## src/rtl/hoq_pkg.sv

```systemverilog
package hoq_pkg;
  localparam int NCLS    = 3;
  localparam int IDX_P   = 0;  // posted
  localparam int IDX_NP  = 1;  // non-posted
  localparam int IDX_CPL = 2;  // completion
endpackage

```

## src/rtl/hoq_stamp_fifo.sv

```systemverilog
module hoq_stamp_fifo #(
  parameter int TS_W  = 8,
  parameter int DEPTH = 16
) (
  input  logic            clk,
  input  logic            rst,
  input  logic            push,
  input  logic [TS_W-1:0] push_stamp,
  input  logic            pop,
  output logic [TS_W-1:0] head_stamp,
  output logic            empty
);
  localparam int AW = (DEPTH > 1) ? $clog2(DEPTH) : 1;

  logic [TS_W-1:0] mem [DEPTH];
  logic [AW-1:0]   wr_ptr, rd_ptr;
  logic [AW:0]     fill;
  logic            full, do_push, do_pop;

  assign full    = (fill == (AW+1)'(DEPTH));
  assign empty   = (fill == '0);
  assign do_push = push && !full;
  assign do_pop  = pop && !empty;

  // storage without reset so it maps onto RAM
  always_ff @(posedge clk) begin
    if (do_push) mem[wr_ptr] <= push_stamp;
  end

  assign head_stamp = mem[rd_ptr];

  always_ff @(posedge clk) begin
    if (rst) begin
      wr_ptr <= '0;
      rd_ptr <= '0;
      fill   <= '0;
    end else begin
      if (do_push) wr_ptr <= (wr_ptr == AW'(DEPTH-1)) ? '0 : wr_ptr + 1'b1;
      if (do_pop)  rd_ptr <= (rd_ptr == AW'(DEPTH-1)) ? '0 : rd_ptr + 1'b1;
      fill <= fill + (AW+1)'(do_push) - (AW+1)'(do_pop);
    end
  end

  // stamps must never be lost to an overfull queue
  a_r9_no_push_when_full: assert property (@(posedge clk) disable iff (rst)
    push |-> !full);
endmodule

```

## src/rtl/hoq_drop_counter.sv

```systemverilog
module hoq_drop_counter #(
  parameter int CNT_W = 8
) (
  input  logic             clk,
  input  logic             rst,
  input  logic             inc,
  input  logic             clr,
  output logic [CNT_W-1:0] count
);
  localparam logic [CNT_W-1:0] CMAX = '1;

  always_ff @(posedge clk) begin
    if (rst)                       count <= '0;
    else if (clr)                  count <= inc ? CNT_W'(1) : '0;
    else if (inc && count != CMAX) count <= count + 1'b1;
  end

  a_r4_hold_at_ceiling: assert property (@(posedge clk) disable iff (rst)
    (count == CMAX && !clr) |=> count == CMAX);
  a_r5_clear_to_zero: assert property (@(posedge clk) disable iff (rst)
    (clr && !inc) |=> count == '0);
  a_r5_clear_with_inc: assert property (@(posedge clk) disable iff (rst)
    (clr && inc) |=> count == CNT_W'(1));
endmodule

```

## src/rtl/hoq_timeout_discard.sv

```systemverilog
module hoq_timeout_discard
  import hoq_pkg::*;
#(
  parameter int TS_W  = 8,
  parameter int LIMIT = 50,
  parameter int DEPTH = 16,
  parameter int CNT_W = 8
) (
  input  logic             clk,
  input  logic             rst,
  input  logic             tick_i,
  input  logic             nf_report_en_i,
  input  logic             silent_posted_i,
  input  logic [NCLS-1:0]  enq_i,
  input  logic [NCLS-1:0]  deq_i,
  input  logic [NCLS-1:0]  head_valid_i,
  input  logic             cnt_rd_i,
  output logic [NCLS-1:0]  discard_o,
  output logic [CNT_W-1:0] posted_cnt_o,
  output logic [CNT_W-1:0] nonposted_cnt_o,
  output logic [CNT_W-1:0] cpl_cnt_o,
  output logic             err_msg_req_o
);
  localparam logic [TS_W-1:0]  LIM_T = TS_W'(LIMIT);
  localparam logic [CNT_W-1:0] CMAX  = '1;

  logic [TS_W-1:0]  now_q;
  logic [TS_W-1:0]  head_stamp [NCLS];
  logic [CNT_W-1:0] counts     [NCLS];
  logic [NCLS-1:0]  fifo_empty, expired;
  logic             posted_full, msg_d;

  // coarse free-running time base
  always_ff @(posedge clk) begin
    if (rst)         now_q <= '0;
    else if (tick_i) now_q <= now_q + 1'b1;
  end

  for (genvar c = 0; c < NCLS; c++) begin : g_cls
    logic [TS_W-1:0] age;

    hoq_stamp_fifo #(.TS_W(TS_W), .DEPTH(DEPTH)) u_fifo (
      .clk        (clk),
      .rst        (rst),
      .push       (enq_i[c]),
      .push_stamp (now_q),
      .pop        (deq_i[c] | expired[c]),
      .head_stamp (head_stamp[c]),
      .empty      (fifo_empty[c])
    );

    assign age = now_q - head_stamp[c];
    assign expired[c] = head_valid_i[c] && !fifo_empty[c] && !discard_o[c]
                        && !deq_i[c] && (age > LIM_T);

    hoq_drop_counter #(.CNT_W(CNT_W)) u_cnt (
      .clk   (clk),
      .rst   (rst),
      .inc   (expired[c]),
      .clr   (cnt_rd_i),
      .count (counts[c])
    );

    a_r11_no_back_to_back: assert property (@(posedge clk) disable iff (rst)
      discard_o[c] |=> !discard_o[c]);
    a_r3_count_steps: assert property (@(posedge clk) disable iff (rst)
      (expired[c] && !cnt_rd_i && counts[c] != CMAX)
        |=> counts[c] == $past(counts[c]) + 1'b1);
  end

  assign posted_full = (counts[IDX_P] == CMAX) && !cnt_rd_i;
  assign msg_d = expired[IDX_P] && nf_report_en_i && !silent_posted_i && !posted_full;

  always_ff @(posedge clk) begin
    if (rst) begin
      discard_o     <= '0;
      err_msg_req_o <= 1'b0;
    end else begin
      discard_o     <= expired;
      err_msg_req_o <= msg_d;
    end
  end

  assign posted_cnt_o    = counts[IDX_P];
  assign nonposted_cnt_o = counts[IDX_NP];
  assign cpl_cnt_o       = counts[IDX_CPL];

  a_r6_msg_with_posted: assert property (@(posedge clk) disable iff (rst)
    err_msg_req_o |-> discard_o[IDX_P]);
  a_r7_msg_gated: assert property (@(posedge clk) disable iff (rst)
    err_msg_req_o |-> $past(nf_report_en_i && !silent_posted_i));
endmodule

```

## config.mk

```make
export PLATFORM = sky130hd
export DESIGN_NAME = hoq_timeout_discard
export DESIGN_NICKNAME = d
export VERILOG_FILES = /design/src/rtl/hoq_pkg.sv /design/src/rtl/hoq_stamp_fifo.sv /design/src/rtl/hoq_drop_counter.sv /design/src/rtl/hoq_timeout_discard.sv
export SDC_FILE = /design/constraint.sdc
export NUM_CORES = 1
export LEC_CHECK = 0
export CAP_MARGIN = 0
export CELL_PAD_IN_SITES_DETAIL_PLACEMENT = 1
export CELL_PAD_IN_SITES_GLOBAL_PLACEMENT = 2
export CORE_ASPECT_RATIO = 0.75
export CORE_MARGIN = 10
export CORE_UTILIZATION = 43
export DETAILED_ROUTE_END_ITERATION = 8
export DONT_BUFFER_PORTS = 1
export PLACE_DENSITY = 0.82
export SETUP_SLACK_MARGIN = 0.05
export SLEW_MARGIN = 10
export SYNTH_ARGS = -nofsm -noshare
export SYNTH_HDL_FRONTEND = slang
export SYNTH_SLANG_ARGS = --single-unit
```

## constraint.sdc

```tcl
create_clock -name clk -period 5.95 [get_ports clk]
set_input_delay 0.595 -clock clk [delete_from_list [all_inputs] [get_ports clk]]
set_output_delay 0.595 -clock clk [all_outputs]
set_load 0.02 [all_outputs]
```

==> results.sh, run 1 <==
export IMPL_die_area_mm2=0.0557
export IMPL_synth_seq_cells=471
export IMPL_clock_latency_ps=580
export IMPL_cts_reportedPaths_clkPinSlew_ps=60
export IMPL_final_max_slew_violation_count=0
export IMPL_cts_buffers_inserted=45
export IMPL_rsz0062_at_grt="no"
export IMPL_finalCritPeriodShare_pct=92.4
export IMPL_synth_edff_count=384
export IMPL_die_h_um=207
export IMPL_hold_end="now_q[1]"
export IMPL_total_power_mw=9.29
export IMPL_min_path_cells=1
export IMPL_post_cts_buffers=0
export IMPL_hold_path_class="input pin to flip-flop"
export IMPL_synth_fp_nets=1297
export IMPL_synth_most_common_cell="edfxtp_1"
export IMPL_synth_top_cell_by_area="edfxtp_1"
export IMPL_end_kind="flip-flop"
export IMPL_io_pins=43
export IMPL_peakVddDrop_mv=0.227
export IMPL_cts_root_buf="clkbuf_16"
export IMPL_cts_sinks=471
export IMPL_fmaxAchievable_mhz=182
export IMPL_worst_pin_slew_ps=1110
export IMPL_port_buffers=0
export IMPL_yosysSeqAreaShare_pct=66.3
export IMPL_yosysUniqueCellTypes=59
export IMPL_grt_max_degree=61
export IMPL_r2r_cells=21
export IMPL_clock_skew_ps=27.8
export IMPL_worst_setup_path_type="flip-flop to flip-flop"
export IMPL_core_area_mm2=0.0460
export IMPL_dr_total_vias=11000
export IMPL_tritoncts="yes"
export IMPL_hold_viol_final=0
export IMPL_cap_violations=0
export IMPL_reg2reg_slack_ps=450
export IMPL_synth_common_cells="edfxtp_1, mux4_2, dfxtp_1"
export IMPL_status="complete, no violations"
export IMPL_grt_antenna_before_repair=2
export IMPL_row_count=68
export IMPL_dp_final_hpwl_um=31700
export IMPL_routed_wl_um=47500
export IMPL_timing_rr_end="g_cls[0].u_fifo.fill[4]"
export IMPL_place_gp_congestion=0.752
export IMPL_synthFlopType="edfxtp_1"
export IMPL_htree_levels=2
export IMPL_cts_resized=0
export IMPL_yosys_top_cells_area="edfxtp_1, mux4_2, dfxtp_1"
export IMPL_period_minus_slack_ps=5500
export IMPL_globalRouteTotalUtil_pct=17.1
export IMPL_p_leak_nw=7.37
export IMPL_syn_area_mm2=0.0200
export IMPL_clock_path_buffers=3
export IMPL_n_antenna_cell=0
export IMPL_first_pass_iters=5
export IMPL_fin_nets=1331
export IMPL_p_per_area_mw_per_mm2=415
export IMPL_async_flop_share_pct=0
export IMPL_ys_warn_count=0
export IMPL_avgViaCountPerCell=5.72
export IMPL_die_x_um=269
export IMPL_grt_pass1_wl_um=73000
export IMPL_crit_path_start_kind="flip-flop"
export IMPL_drive_gt1_share_pct=18.8
export IMPL_crit_path_max_fanout=14
export IMPL_first_global_vias=11700
export IMPL_start_util_pct=43.5
export IMPL_area_growth_pct=11.9
export IMPL_worstPathArrival_ps=6010
export IMPL_cp_required_ps=6460
export IMPL_syn_inst=1215
export IMPL_relSlewSlack_pct=25.5
export IMPL_fillers=4385
export IMPL_grt_overflow=0
export IMPL_hold_path_startpoint="rst"
export IMPL_finalSetupTns_ps=0
export IMPL_wl_per_cell_um=24.8
export IMPL_drc=0
export IMPL_avgSynthCellArea_um2=16.5
export IMPL_yosysTopAreaCellShare_pct=57.6
export IMPL_initialDrtViolationCount=1007
export IMPL_setup_viol=0
export IMPL_ctsHoldBuffers=0
export IMPL_postRouteAntennaNets=0
final cells by class:
type / instances / area, um^2 / share of cell area, %
well taps: 630 / 788 / 3.52
inverters: 65 / 244 / 1.09
multi-input cells: 637 / 6320 / 28.2
clock inverters: 18 / 145 / 0.648
flip-flops and latches: 471 / 13300 / 59.3
clock buffers: 66 / 1340 / 5.98
repair buffers: 29 / 268 / 1.20
where the power goes:
part	total (mW)	internal [mW]	switching [mW]	leakage, nW
clock	2.85	1.62	1.24	0.729
sequential	3.88	3.72	0.157	4.20
combinational	2.55	1.19	1.36	2.45
layer usage:
| layer | GRT usage (%) | wire length (um) | vias to the layer above |
|---|---|---|---|
| li1 | - | - | 4835 |
| met1 | 24.0 | 21400 | 5729 |
| met2 | 26.7 | 21900 | 331 |
| met3 | 3.79 | 3210 | 69 |
| met4 | 4.81 | 1010 | 0 |
| met5 | 0 | 0 | - |
flip-flops by register name, summed over array words and instances (netlist names), named ones only:
| register | cells |
|---|---|
| err_msg_req_o | 1 |
| g_cls.u_fifo.rd_ptr | 12 |
| g_cls.u_fifo.mem | 384 |
| discard_o | 3 |
| now_q | 8 |
| g_cls.u_cnt.count | 24 |
| g_cls.u_fifo.wr_ptr | 12 |
| g_cls.u_fifo.fill | 15 |
placed cells by master, fill, tap and decap left out, types with 17 or more instances in the layout:
master,count
edfxtp_1,384
mux4_2,117
dfxtp_1,76
nor2_1,66
inv_1,65
ha_1,61
a21oi_1,54
clkbuf_16,48
nand2_1,34
and2_1,34
o21ai_0,25
buf_4,25
xor2_1,18
nor3_1,18
nand3_1,17
metrics by stage:
stage	worst slack [ps]	hold WS [ps]	cell area, um^2	instances	util (%)
after CTS	461	55.6	22400	1916	48.6
after global routing	149	53.7	22400	1916	48.6
after detailed placement	528	500	20900	1832	45.4
after global placement	610	472	20900	1832	45.4
final	454	77.3	22400	1916	48.6
after floorplan	111	460	20000	1215	-
cells by family (layout without fill, tap and decap cells):
logic type / after synthesis / in the layout / share of synthesized area, %
AOI/OAI and AO/OA: 146 / 146 / 4.83
xor gates and xnor gates: 36 / 36 / 1.65
adders and majority gates: 67 / 67 / 4.41
buffers and inverters: 107 / 178 / 2.10
DFF: 471 / 471 / 66.3
muxes: 134 / 134 / 14.0
and+or+nand+nor: 254 / 254 / 6.66
worst max path at each step:
| stage | start | end | slack, ps | cells after the start |
|---|---|---|---|---|
| 6_report | flip-flop | g_cls[0].u_fifo.fill[4] | 450 | 21 |
| 5_1_grt | flip-flop | g_cls[1].u_fifo.fill[4] | 150 | 20 |
| 4_1_cts | flip-flop | g_cls[0].u_fifo.fill[4] | 460 | 21 |
| 3_5_place_dp | flip-flop | g_cls[0].u_fifo.fill[4] | 530 | 21 |
| 3_3_place_gp | flip-flop | g_cls[0].u_fifo.fill[4] | 610 | 21 |
| 2_1_floorplan | flip-flop | g_cls[0].u_fifo.fill[4] | 110 | 23 |
worst max-delay path, cell delays in order, from the launching register on:
cell and delay [ps]:
dfxtp_1 760, buf_4 310, mux4_2 330, mux4_2 460
inv_1 80, ha_1 260, o21a_1 130, o31a_1 170
o311a_1 310, or3_1 340, a31o_2 320, o31a_1 360
ha_1 310, inv_1 40, ha_1 200, inv_1 80
fa_1 200, inv_1 50, a21oi_1 140, nor2_1 70
or3_1 350, a21oi_1 140
No activity file was read; power rests on OpenSTA's default activity.
==> run 2, diff against run 1 <==
CTS_CLUSTER_SIZE = 40   (was not set)
REMOVE_ABC_BUFFERS = 1   (was not set)
SYNTH_HIERARCHICAL = 1   (was not set)
==> results.sh, run 2 <==
export IMPL_avgViaCountPerCell=5.77
export IMPL_die_area_mm2=0.0570
export IMPL_fmaxAchievable_mhz=183
export IMPL_drc=0
export IMPL_path_cells="mux4_2 -> a22oi_1 -> nand2_1 -> ha_1 -> inv_1 -> fa_1 -> nor2b_1 -> or3_1 -> a41o_1 -> a311oi_2 -> o21bai_1 -> nand2_1 -> inv_1 -> ha_1 -> inv_1 -> ha_1 -> fa_1 -> a21oi_1 -> nor2_1 -> or3_1 -> a21oi_1"
export IMPL_cts_buffers_inserted=45
export IMPL_top_regs="g_cls.u_fifo/mem x384, g_cls.u_cnt/count x24, g_cls.u_fifo/fill x15"
export IMPL_top_register="g_cls.u_fifo/mem"
export IMPL_synth_top_family_by_area="multiplexers"
export IMPL_yosys_area_share_simple_pct=8.48
export IMPL_detailedPlace_worstSlack_ps=461
export IMPL_met3_wirelength_um=2930
export IMPL_cap_violations=0
export IMPL_post_cts_buffers=0
export IMPL_synth_top_cell_by_area="edfxtp_1"
export IMPL_tritoncts="yes"
export IMPL_grt_pass1_wl_um=73400
export IMPL_area_growth_pct=10.3
export IMPL_first_global_vias=11800
export IMPL_synthAdderAreaFrac_pct=4.18
export IMPL_finalCritPeriodShare_pct=91.8
export IMPL_dp_cells=1918
export IMPL_synth_area_mux_share_pct=12.2
export IMPL_worstPathArrival_ps=5930
export IMPL_cts_sinks=471
export IMPL_row_count=69
export IMPL_synth_most_common_cell="edfxtp_1"
export IMPL_dp_final_hpwl_um=31800
export IMPL_start_util_pct=43.4
export IMPL_largest_reg_flops=384
export IMPL_cts_reportedPaths_clkPinSlew_ps=60
export IMPL_critPathMaxStageDelay_ps=700
export IMPL_cp_required_ps=6410
export IMPL_ctsHoldBuffers=0
export IMPL_cts_root_buf="clkbuf_16"
export IMPL_globalRouteTotalUtil_pct=16.5
export IMPL_worst_pin_slew_ps=1220
export IMPL_synth_edff_count=384
export IMPL_grt_max_degree=64
export IMPL_met1_length_um=21800
export IMPL_fin_cells=1998
export IMPL_avgSynthCellArea_um2=15.9
export IMPL_critical_path_slowest_cell="dfxtp_1"
export IMPL_crit_path_max_fanout=14
export IMPL_synth_xor_area_share_pct=1.24
export IMPL_die_x_um=272
export IMPL_final_cell_mix="edfxtp_1, dfxtp_1, inv_1, nand2_1, ha_1"
export IMPL_synth_compound_area_share_pct=6.36
export IMPL_port_buffers=0
export IMPL_grt_overflow=0
export IMPL_setup_viol=0
export IMPL_ys_warn_count=6
export IMPL_worst_slack_ps=488
export IMPL_yosysSeqAreaShare_pct=64.6
export IMPL_hold_viol_final=0
export IMPL_place_gp_congestion=0.818
export IMPL_reg2reg_slack_ps=490
export IMPL_peakVddDrop_mv=0.200
export IMPL_worst_setup_path_type="flip-flop to flip-flop"
export IMPL_top_layer="met4"
export IMPL_final_max_slew_violation_count=0
export IMPL_clock_latency_ps=550
export IMPL_syn_area_mm2=0.0205
export IMPL_layout_cells_most_common="edfxtp_1"
export IMPL_synth_seq_cells=471
export IMPL_clock_skew_ps=14.0
export IMPL_wl_per_cell_um=23.8
export IMPL_p_per_area_mw_per_mm2=370
export IMPL_relSlewSlack_pct=18.3
export IMPL_n_antenna_cell=0
export IMPL_end_kind="flip-flop"
export IMPL_syn_inst=1291
export IMPL_dr_total_vias=11500
export IMPL_yosys_top_cells_area="edfxtp_1, dfxtp_1, mux4_1"
export IMPL_clock_path_buffers=3
export IMPL_fin_nets=1406
export IMPL_synth_common_cells="edfxtp_1, dfxtp_1, inv_1"
export IMPL_yosysUniqueCellTypes=61
export IMPL_initialDrtViolationCount=987
export IMPL_async_flop_share_pct=0
export IMPL_core_area_mm2=0.0473
export IMPL_cts_resized=0
export IMPL_finalSetupTns_ps=0
export IMPL_crit_path_start_kind="flip-flop"
export IMPL_postRouteAntennaNets=0
export IMPL_p_leak_nw=7.95
export IMPL_first_pass_iters=5
export IMPL_routed_wl_um=47600
export IMPL_io_pins=43
export IMPL_yosysTopAreaCellShare_pct=56.2
export IMPL_met2WireLength_um=22200
export IMPL_period_minus_slack_ps=5460
export IMPL_status="complete, no violations"
export IMPL_grt_antenna_before_repair=1
export IMPL_htree_levels=2
export IMPL_synthFlopType="edfxtp_1"
export IMPL_die_h_um=209
export IMPL_hold_path_class="input pin to flip-flop"
export IMPL_drive_gt1_share_pct=13.4
export IMPL_rsz0062_at_grt="no"
run 2: changes by cell type after synthesis, moves of 10 or more:
cell	before	now
and3_1	9	19
nor4b_1	1	14
a22oi_1	0	48
nor2_1	66	46
clkbuf_1	21	11
mux4_2	117	48
mux4_1	0	48
nand2_1	34	66
buf_1	11	0
or3_1	16	6
run 2: worst paths after layout:
| path | from | end | cells after the start |
|---|---|---|---|
| worst min register to register | g_cls[1].u_fifo/rd_ptr[1] | flip-flop | 2 |
| worst max-delay path | flip-flop | g_cls[2].u_fifo/fill[4] | 21 |
| worst min-delay path | rst | g_cls[2].u_cnt/count[0] | 1 |
| worst max register to register | flip-flop | g_cls[2].u_fifo/fill[4] | 21 |
run 2: critical path: cells and delay by family (launching register included):
| family | cells | cell delay [ps] |
|---|---|---|
| adder cells (fa/ha/maj) | 5 | 1480 |
| multiplexers | 1 | 410 |
| buffers and inverters | 3 | 190 |
| flip-flops | 1 | 700 |
| AO/OA/AOI/OAI | 6 | 1380 |
| AND/OR/NAND/NOR | 6 | 1220 |
run 2: power breakdown:
group          switching [mW]  internal, mW  total [mW]
Sequential              0.169          3.69        3.86
Combinational           0.999         0.883        1.88
Clock                    1.19          1.44        2.63
run 2: metal layers:
| metal | track usage [%] | vias up |
|---|---|---|
| li1 | - | 5190 |
| met1 | 23.6 | 5978 |
| met2 | 26.3 | 309 |
| met3 | 3.16 | 46 |
| met4 | 2.81 | 0 |
| met5 | 0 | - |
run 2: cell families (layout without fill, tap and decap cells):
logic type,count (synthesis),count (layout)
buf+inv,116,184
simple gates,303,303
compound gates,195,195
mux,112,112
xor+xnor,29,29
flops,471,471
fa+ha+maj,65,65
run 2: final cells by class:
| class | instances | area (um^2) |
|---|---|---|
| inverters | 69 | 259 |
| multi-input cells | 704 | 6700 |
| fillers | 4627 | 24700 |
| clock buffers | 57 | 1170 |
| flip-flops and latches | 471 | 13300 |
| well taps | 639 | 800 |
| repair buffers | 35 | 288 |
| clock inverters | 23 | 136 |
run 2: stage by stage:
stage	hold WS (ps)	cell area, um^2	power (mW)	util, %
final	116	22600	8.37	47.9
after global routing	94.6	22600	8.81	47.9
after CTS	95.1	22600	8.45	47.9
after detailed placement	496	21300	5.82	45.1
after global placement	482	21300	5.73	45.1
after floorplan	455	20200	5.25	-
